==> src/rtl/memreg_pkg.sv <==
// Package memreg_pkg
// Purpose : shared widths and the per-cycle completion record used by the
//           memory register interface.
// Assumes : the memory returns data one cycle after it samples a strobe, so
//           the block needs one stage of pending-access tracking.
package memreg_pkg;
    localparam int WORD_W    = 32;
    localparam int BYTE_W    = 8;
    localparam int RD_STAGES = 1;

    // One flag per access kind that may be in flight
    typedef struct packed {
        logic word;
        logic fetch;
    } rd_slot_t;
endpackage

==> src/rtl/memreg_rd_tracker.sv <==
// Module  : memreg_rd_tracker
// Purpose : delays the read and fetch strobes by STAGES cycles, so that the
//           owning registers capture returned data in exactly the right cycle.
// Assumes : one strobe of each kind per cycle at most; the stages are
//           independent, so reads and fetches may overlap freely.
module memreg_rd_tracker
    import memreg_pkg::*;
#(
    parameter int STAGES = RD_STAGES
) (
    input  logic     clk,
    input  logic     rst_n,
    input  rd_slot_t req,
    output rd_slot_t done
);
    rd_slot_t stage_q [STAGES];

    for (genvar g = 0; g < STAGES; g++) begin : g_stage
        if (g == 0) begin : g_head
            // First stage: capture the strobes raised this cycle
            always_ff @(posedge clk) begin
                if (!rst_n) stage_q[g] <= '0;
                else        stage_q[g] <= req;
            end
        end else begin : g_tail
            // Later stages: shift the pending flags along
            always_ff @(posedge clk) begin
                if (!rst_n) stage_q[g] <= '0;
                else        stage_q[g] <= stage_q[g-1];
            end
        end
    end

    assign done = stage_q[STAGES-1];
endmodule

==> src/rtl/memreg_word_side.sv <==
// Module  : memreg_word_side
// Purpose : word address and data registers, plus forming the byte address.
// Assumes : rd_done marks the cycle in which rdata holds a read result; that
//           result takes priority over a load from the write bus.
module memreg_word_side #(
    parameter int W     = 32,
    parameter int SHIFT = 2
) (
    input  logic         clk,
    input  logic         rst_n,
    input  logic [W-1:0] wbus,
    input  logic         ld_mar,
    input  logic         ld_mdr,
    input  logic         rd_done,
    input  logic [W-1:0] rdata,
    output logic [W-1:0] mar_q,
    output logic [W-1:0] mdr_q,
    output logic [W-1:0] byte_addr
);
    // Address register: loads from the write bus only
    always_ff @(posedge clk) begin
        if (!rst_n)      mar_q <= '0;
        else if (ld_mar) mar_q <= wbus;
    end

    // Data register: read result first, bus load second, otherwise hold
    always_ff @(posedge clk) begin
        if (!rst_n)       mdr_q <= '0;
        else if (rd_done) mdr_q <= rdata;
        else if (ld_mdr)  mdr_q <= wbus;
    end

    // Word to byte address scaling
    assign byte_addr = mar_q << SHIFT;

    assert_mar_load_R2: assert property (@(posedge clk) disable iff (!rst_n)
        ld_mar |=> (mar_q == $past(wbus)));

    assert_mdr_win_R6: assert property (@(posedge clk) disable iff (!rst_n)
        rd_done |=> (mdr_q == $past(rdata)));
endmodule

==> src/rtl/memreg_fetch_side.sv <==
// Module  : memreg_fetch_side
// Purpose : program counter and instruction byte buffer, with the buffer
//           offered as sign- and zero-extended words.
// Assumes : f_done marks the cycle in which fbyte holds a fetched byte.
module memreg_fetch_side #(
    parameter int W  = 32,
    parameter int BW = 8
) (
    input  logic          clk,
    input  logic          rst_n,
    input  logic [W-1:0]  wbus,
    input  logic          ld_pc,
    input  logic          f_done,
    input  logic [BW-1:0] fbyte,
    output logic [W-1:0]  pc_q,
    output logic [W-1:0]  mbr_sext,
    output logic [W-1:0]  mbr_zext
);
    localparam int PAD = W - BW;

    logic [BW-1:0] mbr_q;

    // Program counter: loads from the write bus only
    always_ff @(posedge clk) begin
        if (!rst_n)     pc_q <= '0;
        else if (ld_pc) pc_q <= wbus;
    end

    // Byte buffer: loads only when a fetch completes
    always_ff @(posedge clk) begin
        if (!rst_n)      mbr_q <= '0;
        else if (f_done) mbr_q <= fbyte;
    end

    // Two widened views of the byte buffer
    assign mbr_sext = {{PAD{mbr_q[BW-1]}}, mbr_q};
    assign mbr_zext = {{PAD{1'b0}}, mbr_q};

    assert_pc_load_R2: assert property (@(posedge clk) disable iff (!rst_n)
        ld_pc |=> (pc_q == $past(wbus)));
endmodule

==> src/rtl/memreg_unit.sv <==
// Module  : memreg_unit
// Purpose : top of the memory register interface. It routes the controller
//           strobes to the memory ports and returns read data into the data
//           register and the byte buffer. A result is visible two cycles after
//           its strobe.
// Assumes : a synchronous memory that samples address and strobe at a rising
//           edge and drives read data through the following cycle.
module memreg_unit
    import memreg_pkg::*;
#(
    parameter int W  = WORD_W,
    parameter int BW = BYTE_W
) (
    input  logic          clk,
    input  logic          rst_n,
    input  logic [W-1:0]  wbus,
    input  logic          ld_mar,
    input  logic          ld_mdr,
    input  logic          ld_pc,
    input  logic          rd_req,
    input  logic          wr_req,
    input  logic          fetch_req,
    output logic [W-1:0]  mar_q,
    output logic [W-1:0]  mdr_q,
    output logic [W-1:0]  pc_q,
    output logic [W-1:0]  mbr_sext,
    output logic [W-1:0]  mbr_zext,
    output logic [W-1:0]  mem_addr,
    output logic          mem_rd,
    output logic          mem_wr,
    output logic [W-1:0]  mem_wdata,
    input  logic [W-1:0]  mem_rdata,
    output logic [W-1:0]  fetch_addr,
    output logic          fetch_rd,
    input  logic [BW-1:0] fetch_rdata
);
    localparam int SHIFT = $clog2(W / BW);

    rd_slot_t strobes, done;

    assign strobes.word  = rd_req;
    assign strobes.fetch = fetch_req;

    memreg_rd_tracker #(.STAGES(RD_STAGES)) u_track (
        .clk  (clk),
        .rst_n(rst_n),
        .req  (strobes),
        .done (done)
    );

    memreg_word_side #(.W(W), .SHIFT(SHIFT)) u_word (
        .clk      (clk),
        .rst_n    (rst_n),
        .wbus     (wbus),
        .ld_mar   (ld_mar),
        .ld_mdr   (ld_mdr),
        .rd_done  (done.word),
        .rdata    (mem_rdata),
        .mar_q    (mar_q),
        .mdr_q    (mdr_q),
        .byte_addr(mem_addr)
    );

    memreg_fetch_side #(.W(W), .BW(BW)) u_fetch (
        .clk     (clk),
        .rst_n   (rst_n),
        .wbus    (wbus),
        .ld_pc   (ld_pc),
        .f_done  (done.fetch),
        .fbyte   (fetch_rdata),
        .pc_q    (pc_q),
        .mbr_sext(mbr_sext),
        .mbr_zext(mbr_zext)
    );

    // Memory port: strobes pass straight through, using this cycle's registers
    assign mem_rd     = rd_req;
    assign mem_wr     = wr_req;
    assign mem_wdata  = mdr_q;
    assign fetch_addr = pc_q;
    assign fetch_rd   = fetch_req;

    assert_rd_latency_R4: assert property (@(posedge clk) disable iff (!rst_n)
        mem_rd |=> ##1 (mdr_q == $past(mem_rdata)));

    assert_mdr_hold_R4: assert property (@(posedge clk) disable iff (!rst_n)
        (!$past(mem_rd) && !ld_mdr) |=> $stable(mdr_q));

    assert_fetch_latency_R8: assert property (@(posedge clk) disable iff (!rst_n)
        fetch_rd |=> ##1 (mbr_zext[BW-1:0] == $past(fetch_rdata)));
endmodule

==> config.mk <==
export PLATFORM = sky130hd
export DESIGN_NAME = memreg_unit
export DESIGN_NICKNAME = d
export VERILOG_FILES = /design/src/rtl/memreg_pkg.sv /design/src/rtl/memreg_rd_tracker.sv /design/src/rtl/memreg_word_side.sv /design/src/rtl/memreg_fetch_side.sv /design/src/rtl/memreg_unit.sv
export SDC_FILE = /design/constraint.sdc
export NUM_CORES = 1
export LEC_CHECK = 0
export ABC_AREA = 1
export BUFFER_PORTS_ARGS = -buffer_cell sky130_fd_sc_hd__buf_2
export CORE_AREA = 4 4 129 131
export CTS_CLUSTER_DIAMETER = 60
export DETAILED_ROUTE_END_ITERATION = 6
export DIE_AREA = 0 0 133 135
export HOLD_SLACK_MARGIN = 0.06
export PLACE_DENSITY = 0.63
export REMOVE_ABC_BUFFERS = 1
export SLEW_MARGIN = 20
export SYNTH_ARGS = -nofsm -noshare
export SYNTH_HDL_FRONTEND = slang
export SYNTH_SLANG_ARGS = --single-unit
==> constraint.sdc <==
create_clock -name clk -period 2.4 [get_ports clk]
set_input_delay 0.36 -clock clk [delete_from_list [all_inputs] [get_ports clk]]
set_output_delay 0.36 -clock clk [all_outputs]
set_load 0.02 [all_outputs]
Yosys cells after proc, flatten, opt, wreduce, memory -nomap -nowiden
Memories as Yosys holds them, arrays and structs flattened.
Cells that the tools add are included.
{"block": "word_totals", "regBits": 104, "latchBits": 0, "mem_bits_rw": 2, "mem_bits_ro": 0, "inputBits": 80, "mem_count": 1}
{"memory": "u_track.stage_q", "depth": 1, "width": 2, "read_ports": 1, "rd_ports_with_merged_regs": 0, "wr": 1, "line": "memreg_rd_tracker.sv:16", "text": "rd_slot_t stage_q [STAGES];"}
{"block": "classes", "add_sub_neg": 0, "mul": 0, "div": 0, "magnitude_cmp": 0, "n_eq_ne": 0, "shift": 0, "muxes": 6, "n_bitwise": 0, "reduce_logical": 2}
{"operator": "2-to-1 mux 32 bit", "count": 2}
{"operator": "2-to-1 mux 1 bit", "count": 3}
{"operator": "2-to-1 mux 2 bit", "count": 1}
{"operator": "nonzero test 2 bit", "count": 1}
{"operator": "OR reduction 2 bit", "count": 1}

Depth between registers and ports, before layout
Gate-level depths: netlist of the first run.
{"block": "depth", "ltp_word": 3, "depth_mapped": 7, "mapped_depth_nobuf": 5}

Cells and area by module
Synthesis of the first run repeated with hierarchy kept, for this count alone.
{"block": "hier_totals", "cells_unflattened": 798, "hier_area_um2": 5810.6}
{"mod": "memreg_word_side", "instances": 1, "cells_each": 415, "area_each_um2": 2915.3, "seq_area_each_um2": 1281.2}
{"mod": "memreg_fetch_side", "instances": 1, "cells_each": 310, "area_each_um2": 2337.2, "seq_area_each_um2": 800.8}
{"mod": "memreg_unit", "instances": 1, "cells_each": 67, "area_each_um2": 503.0, "seq_area_each_um2": 0.0}
{"mod": "memreg_rd_tracker", "instances": 1, "cells_each": 6, "area_each_um2": 55.1, "seq_area_each_um2": 40.0}

Worst setup path after synthesis of the first run
Ideal clock, no wire load.
{"block": "synth_path", "path_kind": "reg2out", "from": "reg u_fetch.mbr_q[7]", "to": "out mbr_sext[10]", "t_arrival_ns": 1.078, "t_required_ns": 2.040, "path_slack_ns": 0.962, "stages_incl_launch_ff": 2, "path_cell_list": "dfxtp_1 > buf_4"}
{"element": "start, declared", "line": "memreg_fetch_side.sv:21", "text": "logic [BW-1:0] mbr_q;"}
{"element": "start signal, assigned", "line": "memreg_fetch_side.sv:32", "text": "else if (f_done) mbr_q <= fbyte;"}
{"element": "end, declared", "line": "memreg_unit.sv:26", "text": "output logic [W-1:0] mbr_sext,"}
No word-level cell between the ends.

Worst setup path after layout of the first run
{"block": "layout_path", "from": "reg u_fetch.mbr_q[7]", "to": "out mbr_sext[9]"}
No word-level cell between the ends.

==> flow_results.xml, run 1 <==
<?xml version="1.0" encoding="UTF-8"?>
<metrics>
  <group name="detailed_routing">
    <metric name="detail_route.wl_per_cell" unit="um">14.0</metric>
    <metric name="detail_route.first_pass.iterations" unit="">4</metric>
    <metric name="drt_iter0_drc" unit="">230</metric>
    <metric name="drc" unit="">0</metric>
    <metric name="vias_per_cell" unit="">4.30</metric>
    <metric name="drt_wl_total" unit="um">15400</metric>
    <metric name="vias" unit="">4729</metric>
    <metric name="number_of_routed_nets_with_antenna_violations" unit="">0</metric>
  </group>
  <group name="synth">
    <metric name="synth_top_family_by_area" unit="">buffers and inverters</metric>
    <metric name="syn_avg_cell_area" unit="um2">7.35</metric>
    <metric name="yosys-mux-area-fraction" unit="%">0</metric>
    <metric name="synth_xor_xnor_area_share" unit="%">0</metric>
    <metric name="ys_seq_area_share" unit="%">40.3</metric>
    <metric name="synth-simple-area-share" unit="%">23.7</metric>
    <metric name="yosysWarnings" unit="">0</metric>
    <metric name="postSynthCellCount" unit="">716</metric>
    <metric name="synth_compound_area_share" unit="%">6.85</metric>
    <metric name="netlist-cell-type-count" unit="">15</metric>
    <metric name="ys_seq_elements" unit="">106</metric>
    <metric name="yosys.area_share.adder" unit="%">0</metric>
    <metric name="synthesis.area" unit="mm2">0.00526</metric>
  </group>
  <group name="finish">
    <metric name="syn2layout_area_growth" unit="%">17.2</metric>
    <metric name="most-common-layout-cells" unit="">sky130_fd_sc_hd__buf_2, sky130_fd_sc_hd__nor2_1, sky130_fd_sc_hd__dfxtp_1, sky130_fd_sc_hd__nand2_1, sky130_fd_sc_hd__o21ai_0</metric>
    <metric name="drive_gt1_share" unit="%">38.2</metric>
    <metric name="non_filler_instance_count_after_layout" unit="">1099</metric>
    <metric name="mostFrequentLayoutCell" unit="">sky130_fd_sc_hd__buf_2</metric>
    <metric name="num_antenna_cells" unit="">0</metric>
    <metric name="nFillCells" unit="">1697</metric>
    <metric name="layout.nets" unit="">958</metric>
  </group>
  <group name="timing">
    <metric name="grt_setup_unrepaired" unit="">no</metric>
    <metric name="hold_viol" unit="">0</metric>
    <metric name="min_period_over_period" unit="%">68.2</metric>
    <metric name="clock.fmax" unit="MHz">611</metric>
    <metric name="final_period_minus_worst_setup_slack" unit="ns">1.64</metric>
    <metric name="timing.final.setup_violations" unit="">0</metric>
    <metric name="setup_total_negative_slack" unit="ns">0</metric>
    <metric name="final-max-slew-violation-count" unit="">0</metric>
    <metric name="timing.clock.skew" unit="ns">0.00575</metric>
    <metric name="timing_worst_slew_pin_value" unit="ns">0.672</metric>
    <metric name="layout_setup_ws" unit="ns">0.762</metric>
    <metric name="worst_slew_margin_rel" unit="%">55.1</metric>
  </group>
  <group name="hold_path">
    <metric name="hold_depth" unit="">3</metric>
    <metric name="hold_path_end" unit="">u_track.stage_q[0][0]</metric>
    <metric name="holdCritStartpoint" unit="">fetch_req</metric>
    <metric name="hold_path.class" unit="">input port to register</metric>
  </group>
  <group name="global_routing">
    <metric name="grt_busiest_layer" unit="">met2</metric>
    <metric name="grt_use_met1" unit="%">20.1</metric>
    <metric name="grt_antenna_before_repair" unit="">0</metric>
    <metric name="first_global_vias" unit="">4290</metric>
    <metric name="grt_use_met2" unit="%">27.6</metric>
    <metric name="grt_overflow_total" unit="">0</metric>
    <metric name="grt_util_met3" unit="%">2.94</metric>
    <metric name="grt_max_degree" unit="">107</metric>
    <metric name="grt_pass1_wl" unit="um">23000</metric>
    <metric name="grt_util_all_layers" unit="%">16.0</metric>
  </group>
  <group name="cts">
    <metric name="cts.path.max_buffers" unit="">2</metric>
    <metric name="clock-root-buffer" unit="">sky130_fd_sc_hd__clkbuf_16</metric>
    <metric name="clock_pin_slew_reported_for_the_worst_setup_and_hold_paths_after_clock_tree_synthesis" unit="ns">0.08</metric>
    <metric name="clock_sinks" unit="">106</metric>
    <metric name="cts_hold_buf" unit="">0</metric>
    <metric name="postCtsSetupRepairBufs" unit="">0</metric>
    <metric name="tritoncts" unit="">done</metric>
    <metric name="cts.repair.resized" unit="">0</metric>
    <metric name="clk_lat_worst_skew" unit="ns">0.35</metric>
    <metric name="cts_buffers" unit="">9</metric>
    <metric name="ctsHtreeMaxLevel" unit="">3</metric>
  </group>
  <group name="power_and_ir_drop">
    <metric name="power_switching_share" unit="%">33.9</metric>
    <metric name="p_leak" unit="nW">3.63</metric>
    <metric name="clock_power_share" unit="%">32.3</metric>
    <metric name="power-per-cell-area" unit="mW/mm2">717</metric>
    <metric name="power.sequential.fraction" unit="%">44.7</metric>
    <metric name="worst_ir_drop_vdd" unit="uV">297</metric>
    <metric name="total_power" unit="mW">4.42</metric>
    <metric name="power_switching" unit="mW">1.50</metric>
    <metric name="combPwrFrac" unit="%">23.0</metric>
    <metric name="p_int" unit="mW">2.92</metric>
  </group>
  <group name="critical_path">
    <metric name="critPathRequiredTime" unit="ns">2.04</metric>
    <metric name="launching_element_type_of_the_critical_path" unit="">register</metric>
    <metric name="ff2ff_setup_slack" unit="ns">1.12</metric>
    <metric name="r2r-start" unit="">u_track.stage_q[0][1]</metric>
    <metric name="timing.critical_path.cells" unit="">buf_2</metric>
    <metric name="regToRegEndpoint" unit="">u_word.mdr_q[20]</metric>
    <metric name="end_kind" unit="">output pin</metric>
    <metric name="timing.critical_path.slowest_stage_cell" unit="">sky130_fd_sc_hd__dfxtp_1</metric>
    <metric name="cp_num_buf_inv" unit="">1</metric>
    <metric name="rr_worst_depth" unit="">5</metric>
    <metric name="startpoint" unit="">u_fetch.mbr_q[7]</metric>
    <metric name="timing_worst_setup_path_type" unit="">register to output pin</metric>
    <metric name="crit_path_max_delay_family" unit="">flip-flops</metric>
    <metric name="critPathMaxFanout" unit="">27</metric>
    <metric name="cp_slowest_stage_delay" unit="ns">0.66</metric>
    <metric name="arrival" unit="ns">1.28</metric>
  </group>
  <group name="placement">
    <metric name="place_worst_setup_slack" unit="ns">0.881</metric>
    <metric name="post-place-cells" unit="">1083</metric>
    <metric name="detailed_place_hpwl" unit="um">11100</metric>
    <metric name="port_buffers" unit="">310</metric>
    <metric name="finalWeightedCongestion" unit="">0.745</metric>
  </group>
  <group name="floorplan">
    <metric name="starting_density_of_the_core" unit="%">33.7</metric>
    <metric name="fp.dieW" unit="um">133</metric>
    <metric name="die_area" unit="mm2">0.0180</metric>
    <metric name="std_cell_rows" unit="">46</metric>
    <metric name="ios" unit="">339</metric>
    <metric name="core_area" unit="mm2">0.0156</metric>
    <metric name="die_h" unit="um">135</metric>
  </group>
  <group name="outcome">
    <metric name="outcome" unit="">finished, final reports clean</metric>
  </group>
  <group name="job">
    <metric name="cap_viol_max_count" unit="">0</metric>
  </group>
</metrics>
[power by group through the flow]
| stage | registers, mW | clock network, mW | logic, mW |
|---|---|---|---|
| finish | 1.98 | 1.43 | 1.02 |
| global route | 2.00 | 1.55 | 1.10 |
| CTS | 1.98 | 1.49 | 1.03 |
| detailed placement | 2.02 | 0 | 1.02 |
| global placement | 2.02 | 0 | 1.02 |
| floorplan | 2.34 | 0 | 0.225 |
[cells in the mapped netlist (all sizes together)]
cell | instances | area, um2
inv | 38 | 143
dfxtp | 106 | 2120
nor2 | 145 | 561
nand3 | 64 | 320
buf | 181 | 1340
o21ai | 72 | 360
conb | 1 | 3.75
clkbuf | 11 | 42.5
nand2 | 98 | 368
[kinds of logic after synthesis]
group | Yosys count
AND/OR/NAND/NOR | 307
flip-flops | 106
buffers and inverters | 230
other | 1
AO/OA/AOI/OAI | 72
[through the flow]
step | hold WS, ns | util, % | instance area [um2]
3_3_place_gp | 0.478 | 37.7 | 5880
6_report | 0.202 | 39.5 | 6160
4_1_cts | 0.178 | 39.5 | 6160
3_5_place_dp | 0.493 | 37.7 | 5880
2_1_floorplan | 0.453 | - | 3970
5_1_grt | 0.215 | 39.5 | 6160
[cell type report]
type                    count  area [um2]  share of cell area (%)
clock buffers               9         225                    3.65
repair buffers            318        1640                    26.5
clock inverters             7        60.1                   0.974
inverters                  38         143                    2.31
flip-flops and latches    106        2120                    34.4
multi-input cells         405        1710                    27.7
well taps                 216         270                    4.38
[state kept, by name, indices dropped and copies added, names as in the netlist]
| signal | flops |
|---|---|
| u_fetch.pc_q | 32 |
| u_word.mar_q | 32 |
| u_word.mdr_q | 32 |
| u_fetch.mbr_q | 8 |
| u_track.stage_q | 2 |
[metal layers]
| metal | vias up | wire length (um) | part of all wire (%) |
|---|---|---|---|
| met5 | - | 0 | 0 |
| met1 | 2146 | 6480 | 42 |
| met2 | 202 | 7670 | 50 |
| li1 | 2367 | - | - |
| met4 | 0 | 206 | 1.3 |
| met3 | 14 | 1050 | 6.8 |
[worst max-delay path by stage]
stage	end	slack, ns	cells after the start
final	mbr_sext[9]	0.76	1
after floorplan	u_fetch.mbr_q[7]	-1.90	2
after global placement	u_word.mdr_q[2]	0.91	6
after global routing	mbr_sext[29]	0.56	1
after CTS	mbr_sext[9]	0.71	1
after detailed placement	u_word.mdr_q[20]	0.88	6
No activity file was read; power rests on OpenSTA's default activity.
==> inputs of run 2 (changes only) <==
clock period = 1.55 ns   (was 2.4 ns; I/O delays follow)
==> run 2 against run 1 <==
  * Sequential share of layout area fell by 0.47 points
  * Worst setup slack got worse by 0.54 ns
  * Clock skew barely moved
  * Register-to-register slack got worse by 0.75 ns
  * Cell area is 1.4% higher
  * Power is 56% higher
  * First-iteration DRC count fell by 13%
  * Final cell count grew 0.45%
  * Sequential power grew 55%
  * Combinational power rose by 57%
  * Critical path depth did not move
  * Largest power group unchanged
==> flow_results.xml, run 2 (synthesis results as in run 1) <==
<?xml version="1.0" encoding="UTF-8"?>
<metrics>
  <group name="finish">
    <metric name="nFillCells" unit="">1676</metric>
    <metric name="drive_gt1_share" unit="%">38.6</metric>
    <metric name="layout.nets" unit="">965</metric>
    <metric name="final_core_utilization" unit="%">40.1</metric>
    <metric name="finalInstanceArea" unit="mm2">0.00625</metric>
    <metric name="mostFrequentLayoutCell" unit="">sky130_fd_sc_hd__buf_2</metric>
    <metric name="most-common-layout-cells" unit="">sky130_fd_sc_hd__buf_2, sky130_fd_sc_hd__nor2_1, sky130_fd_sc_hd__dfxtp_1, sky130_fd_sc_hd__nand2_1, sky130_fd_sc_hd__o21ai_0</metric>
    <metric name="num_antenna_cells" unit="">0</metric>
    <metric name="registers_with_the_most_flip_flops" unit="">u_fetch.pc_q x32, u_word.mar_q x32, u_word.mdr_q x32</metric>
    <metric name="syn2layout_area_growth" unit="%">18.9</metric>
  </group>
  <group name="critical_path">
    <metric name="timing_worst_setup_path_type" unit="">register to output pin</metric>
    <metric name="critical_path_cell_count" unit="">1</metric>
    <metric name="launching_element_type_of_the_critical_path" unit="">register</metric>
    <metric name="timing.critical_path.slowest_stage_cell" unit="">sky130_fd_sc_hd__dfxtp_2</metric>
    <metric name="arrival" unit="ns">1.09</metric>
    <metric name="cp_num_buf_inv" unit="">1</metric>
    <metric name="r2r-start" unit="">u_track.stage_q[0][1]</metric>
    <metric name="timing.critical_path.cells" unit="">buf_2</metric>
    <metric name="regToRegEndpoint" unit="">u_word.mdr_q[8]</metric>
    <metric name="cp_slowest_stage_delay" unit="ns">0.52</metric>
    <metric name="critPathRequiredTime" unit="ns">1.32</metric>
    <metric name="crit_path_max_delay_family" unit="">flip-flops</metric>
    <metric name="end_kind" unit="">output pin</metric>
    <metric name="rr_worst_depth" unit="">6</metric>
    <metric name="critPathMaxFanout" unit="">27</metric>
    <metric name="ff2ff_setup_slack" unit="ns">0.37</metric>
  </group>
  <group name="floorplan">
    <metric name="ios" unit="">339</metric>
    <metric name="fp.dieW" unit="um">133</metric>
    <metric name="die_area" unit="mm2">0.0180</metric>
    <metric name="std_cell_rows" unit="">46</metric>
    <metric name="starting_density_of_the_core" unit="%">33.7</metric>
    <metric name="die_h" unit="um">135</metric>
    <metric name="core_area" unit="mm2">0.0156</metric>
  </group>
  <group name="timing">
    <metric name="clock.fmax" unit="MHz">755</metric>
    <metric name="timing.final.setup_violations" unit="">0</metric>
    <metric name="timing_worst_slew_pin_value" unit="ns">0.506</metric>
    <metric name="min_period_over_period" unit="%">85.4</metric>
    <metric name="final_period_minus_worst_setup_slack" unit="ns">1.32</metric>
    <metric name="grt_setup_unrepaired" unit="">no</metric>
    <metric name="hold_slack" unit="ns">0.0925</metric>
    <metric name="final-max-slew-violation-count" unit="">0</metric>
    <metric name="worst_slew_margin_rel" unit="%">66.3</metric>
    <metric name="hold_viol" unit="">0</metric>
    <metric name="timing.clock.skew" unit="ns">0.00554</metric>
  </group>
  <group name="cts">
    <metric name="tritoncts" unit="">done</metric>
    <metric name="clock_pin_slew_reported_for_the_worst_setup_and_hold_paths_after_clock_tree_synthesis" unit="ns">0.07</metric>
    <metric name="cts_hold_buf" unit="">0</metric>
    <metric name="clock-root-buffer" unit="">sky130_fd_sc_hd__clkbuf_16</metric>
    <metric name="clk_lat_worst_skew" unit="ns">0.35</metric>
    <metric name="clock_sinks" unit="">106</metric>
    <metric name="ctsHtreeMaxLevel" unit="">3</metric>
    <metric name="cts_buffers" unit="">9</metric>
    <metric name="cts.path.max_buffers" unit="">2</metric>
  </group>
  <group name="detailed_routing">
    <metric name="detail_route.wl_per_cell" unit="um">14.1</metric>
    <metric name="vias_per_cell" unit="">4.24</metric>
    <metric name="drc" unit="">0</metric>
    <metric name="vias" unit="">4685</metric>
    <metric name="drt_wl_total" unit="um">15600</metric>
    <metric name="detail_route.first_pass.iterations" unit="">4</metric>
    <metric name="drt_iter0_drc" unit="">200</metric>
    <metric name="number_of_routed_nets_with_antenna_violations" unit="">0</metric>
  </group>
  <group name="power_and_ir_drop">
    <metric name="power_switching_share" unit="%">32.6</metric>
    <metric name="power_switching" unit="mW">2.25</metric>
    <metric name="combPwrFrac" unit="%">23.1</metric>
    <metric name="power.sequential.fraction" unit="%">44.3</metric>
    <metric name="power-per-cell-area" unit="mW/mm2">1110</metric>
    <metric name="p_int" unit="mW">4.66</metric>
    <metric name="clock_power_share" unit="%">32.6</metric>
    <metric name="worst_ir_drop_vdd" unit="uV">468</metric>
    <metric name="p_leak" unit="nW">3.67</metric>
  </group>
  <group name="placement">
    <metric name="placed_cell_area" unit="mm2">0.00597</metric>
    <metric name="finalWeightedCongestion" unit="">0.756</metric>
    <metric name="detailed_place_hpwl" unit="um">11300</metric>
    <metric name="port_buffers" unit="">310</metric>
  </group>
  <group name="global_routing">
    <metric name="grt_pass1_wl" unit="um">23100</metric>
    <metric name="grt_antenna_before_repair" unit="">0</metric>
    <metric name="first_global_vias" unit="">4302</metric>
    <metric name="grt_util_all_layers" unit="%">16.2</metric>
    <metric name="grt_overflow_total" unit="">0</metric>
    <metric name="grt_max_degree" unit="">107</metric>
  </group>
  <group name="outcome">
    <metric name="outcome" unit="">finished, final reports clean</metric>
  </group>
  <group name="hold_path">
    <metric name="holdCritStartpoint" unit="">fetch_req</metric>
    <metric name="hold_path_end" unit="">u_track.stage_q[0][0]</metric>
    <metric name="hold_depth" unit="">3</metric>
    <metric name="hold_path.class" unit="">input port to register</metric>
  </group>
  <group name="job">
    <metric name="cap_viol_max_count" unit="">0</metric>
  </group>
</metrics>
-- run 2: changes by cell type in the layout (fill, tap and decap cells not counted), moves of 2 or more --
cell / previous run / this run
sky130_fd_sc_hd__clkinvlp_4: 1 / 3
sky130_fd_sc_hd__inv_6: 4 / 0
sky130_fd_sc_hd__buf_4: 6 / 10
sky130_fd_sc_hd__clkinv_4: 2 / 0
sky130_fd_sc_hd__buf_12: 2 / 5
-- run 2: timing repair --
item | 4_1_cts | 5_1_grt
endpoints found under the setup margin | 26 | 0
setup buffers | 0 | 0
resized for setup | 1 | 0
-- run 2: per-stage QoR --
step | TNS (ns) | setup WS (ns) | power (mW) | instances
after floorplan | -66.90 | -2.75 | 3.98 | 549
after global placement | 0 | 0.412 | 4.73 | 1090
after detailed placement | 0 | 0.375 | 4.74 | 1090
after CTS | 0 | 0.200 | 7.02 | 1104
after global routing | 0 | 0.117 | 7.26 | 1104
final | 0 | 0.226 | 6.92 | 1104
-- run 2: area by class of cell --
cell class / instances / area [um2] / share of cell area (%)
multi-input cells: 405 / 1710 / 27.3
inverters: 38 / 143 / 2.28
well taps: 216 / 270 / 4.32
flip-flops and latches: 106 / 2120 / 34.0
clock inverters: 5 / 57.6 / 0.920
repair buffers: 325 / 1730 / 27.6
clock buffers: 9 / 225 / 3.60
-- run 2: power groups by stage --
stage	logic, mW	clock network [mW]	registers, mW
5_1_grt	1.73	2.44	3.09
4_1_cts	1.62	2.33	3.07
2_1_floorplan	0.349	0	3.63
6_report	1.60	2.25	3.06
3_3_place_gp	1.60	0	3.12
3_5_place_dp	1.62	0	3.13
-- run 2: metal layers --
layer	track usage, %	vias to the layer above	part of all wire [%]
met5	0	-	0
met4	5.60	0	1.5
met3	2.83	17	6.8
met2	29.3	207	51
met1	19.5	2083	41
li1	-	2378	-
-- run 2: worst max-delay path by stage --
stage,from,end,slack [ns]
floorplan,u_fetch.mbr_q[7],u_fetch.mbr_q[7],-2.75
global placement,u_track.stage_q[0][1],u_word.mdr_q[21],0.41
detailed placement,u_track.stage_q[0][1],u_word.mdr_q[8],0.37
CTS,u_fetch.mbr_q[7],mbr_sext[31],0.20
global route,u_fetch.mbr_q[7],mbr_sext[16],0.12
finish,u_fetch.mbr_q[7],mbr_sext[31],0.23
-- run 2: tightest hold or removal path, stage by stage --
cell,delay (ns)
sky130_fd_sc_hd__buf_2,0.09
sky130_fd_sc_hd__nand2_1,0.05
sky130_fd_sc_hd__inv_1,0.04
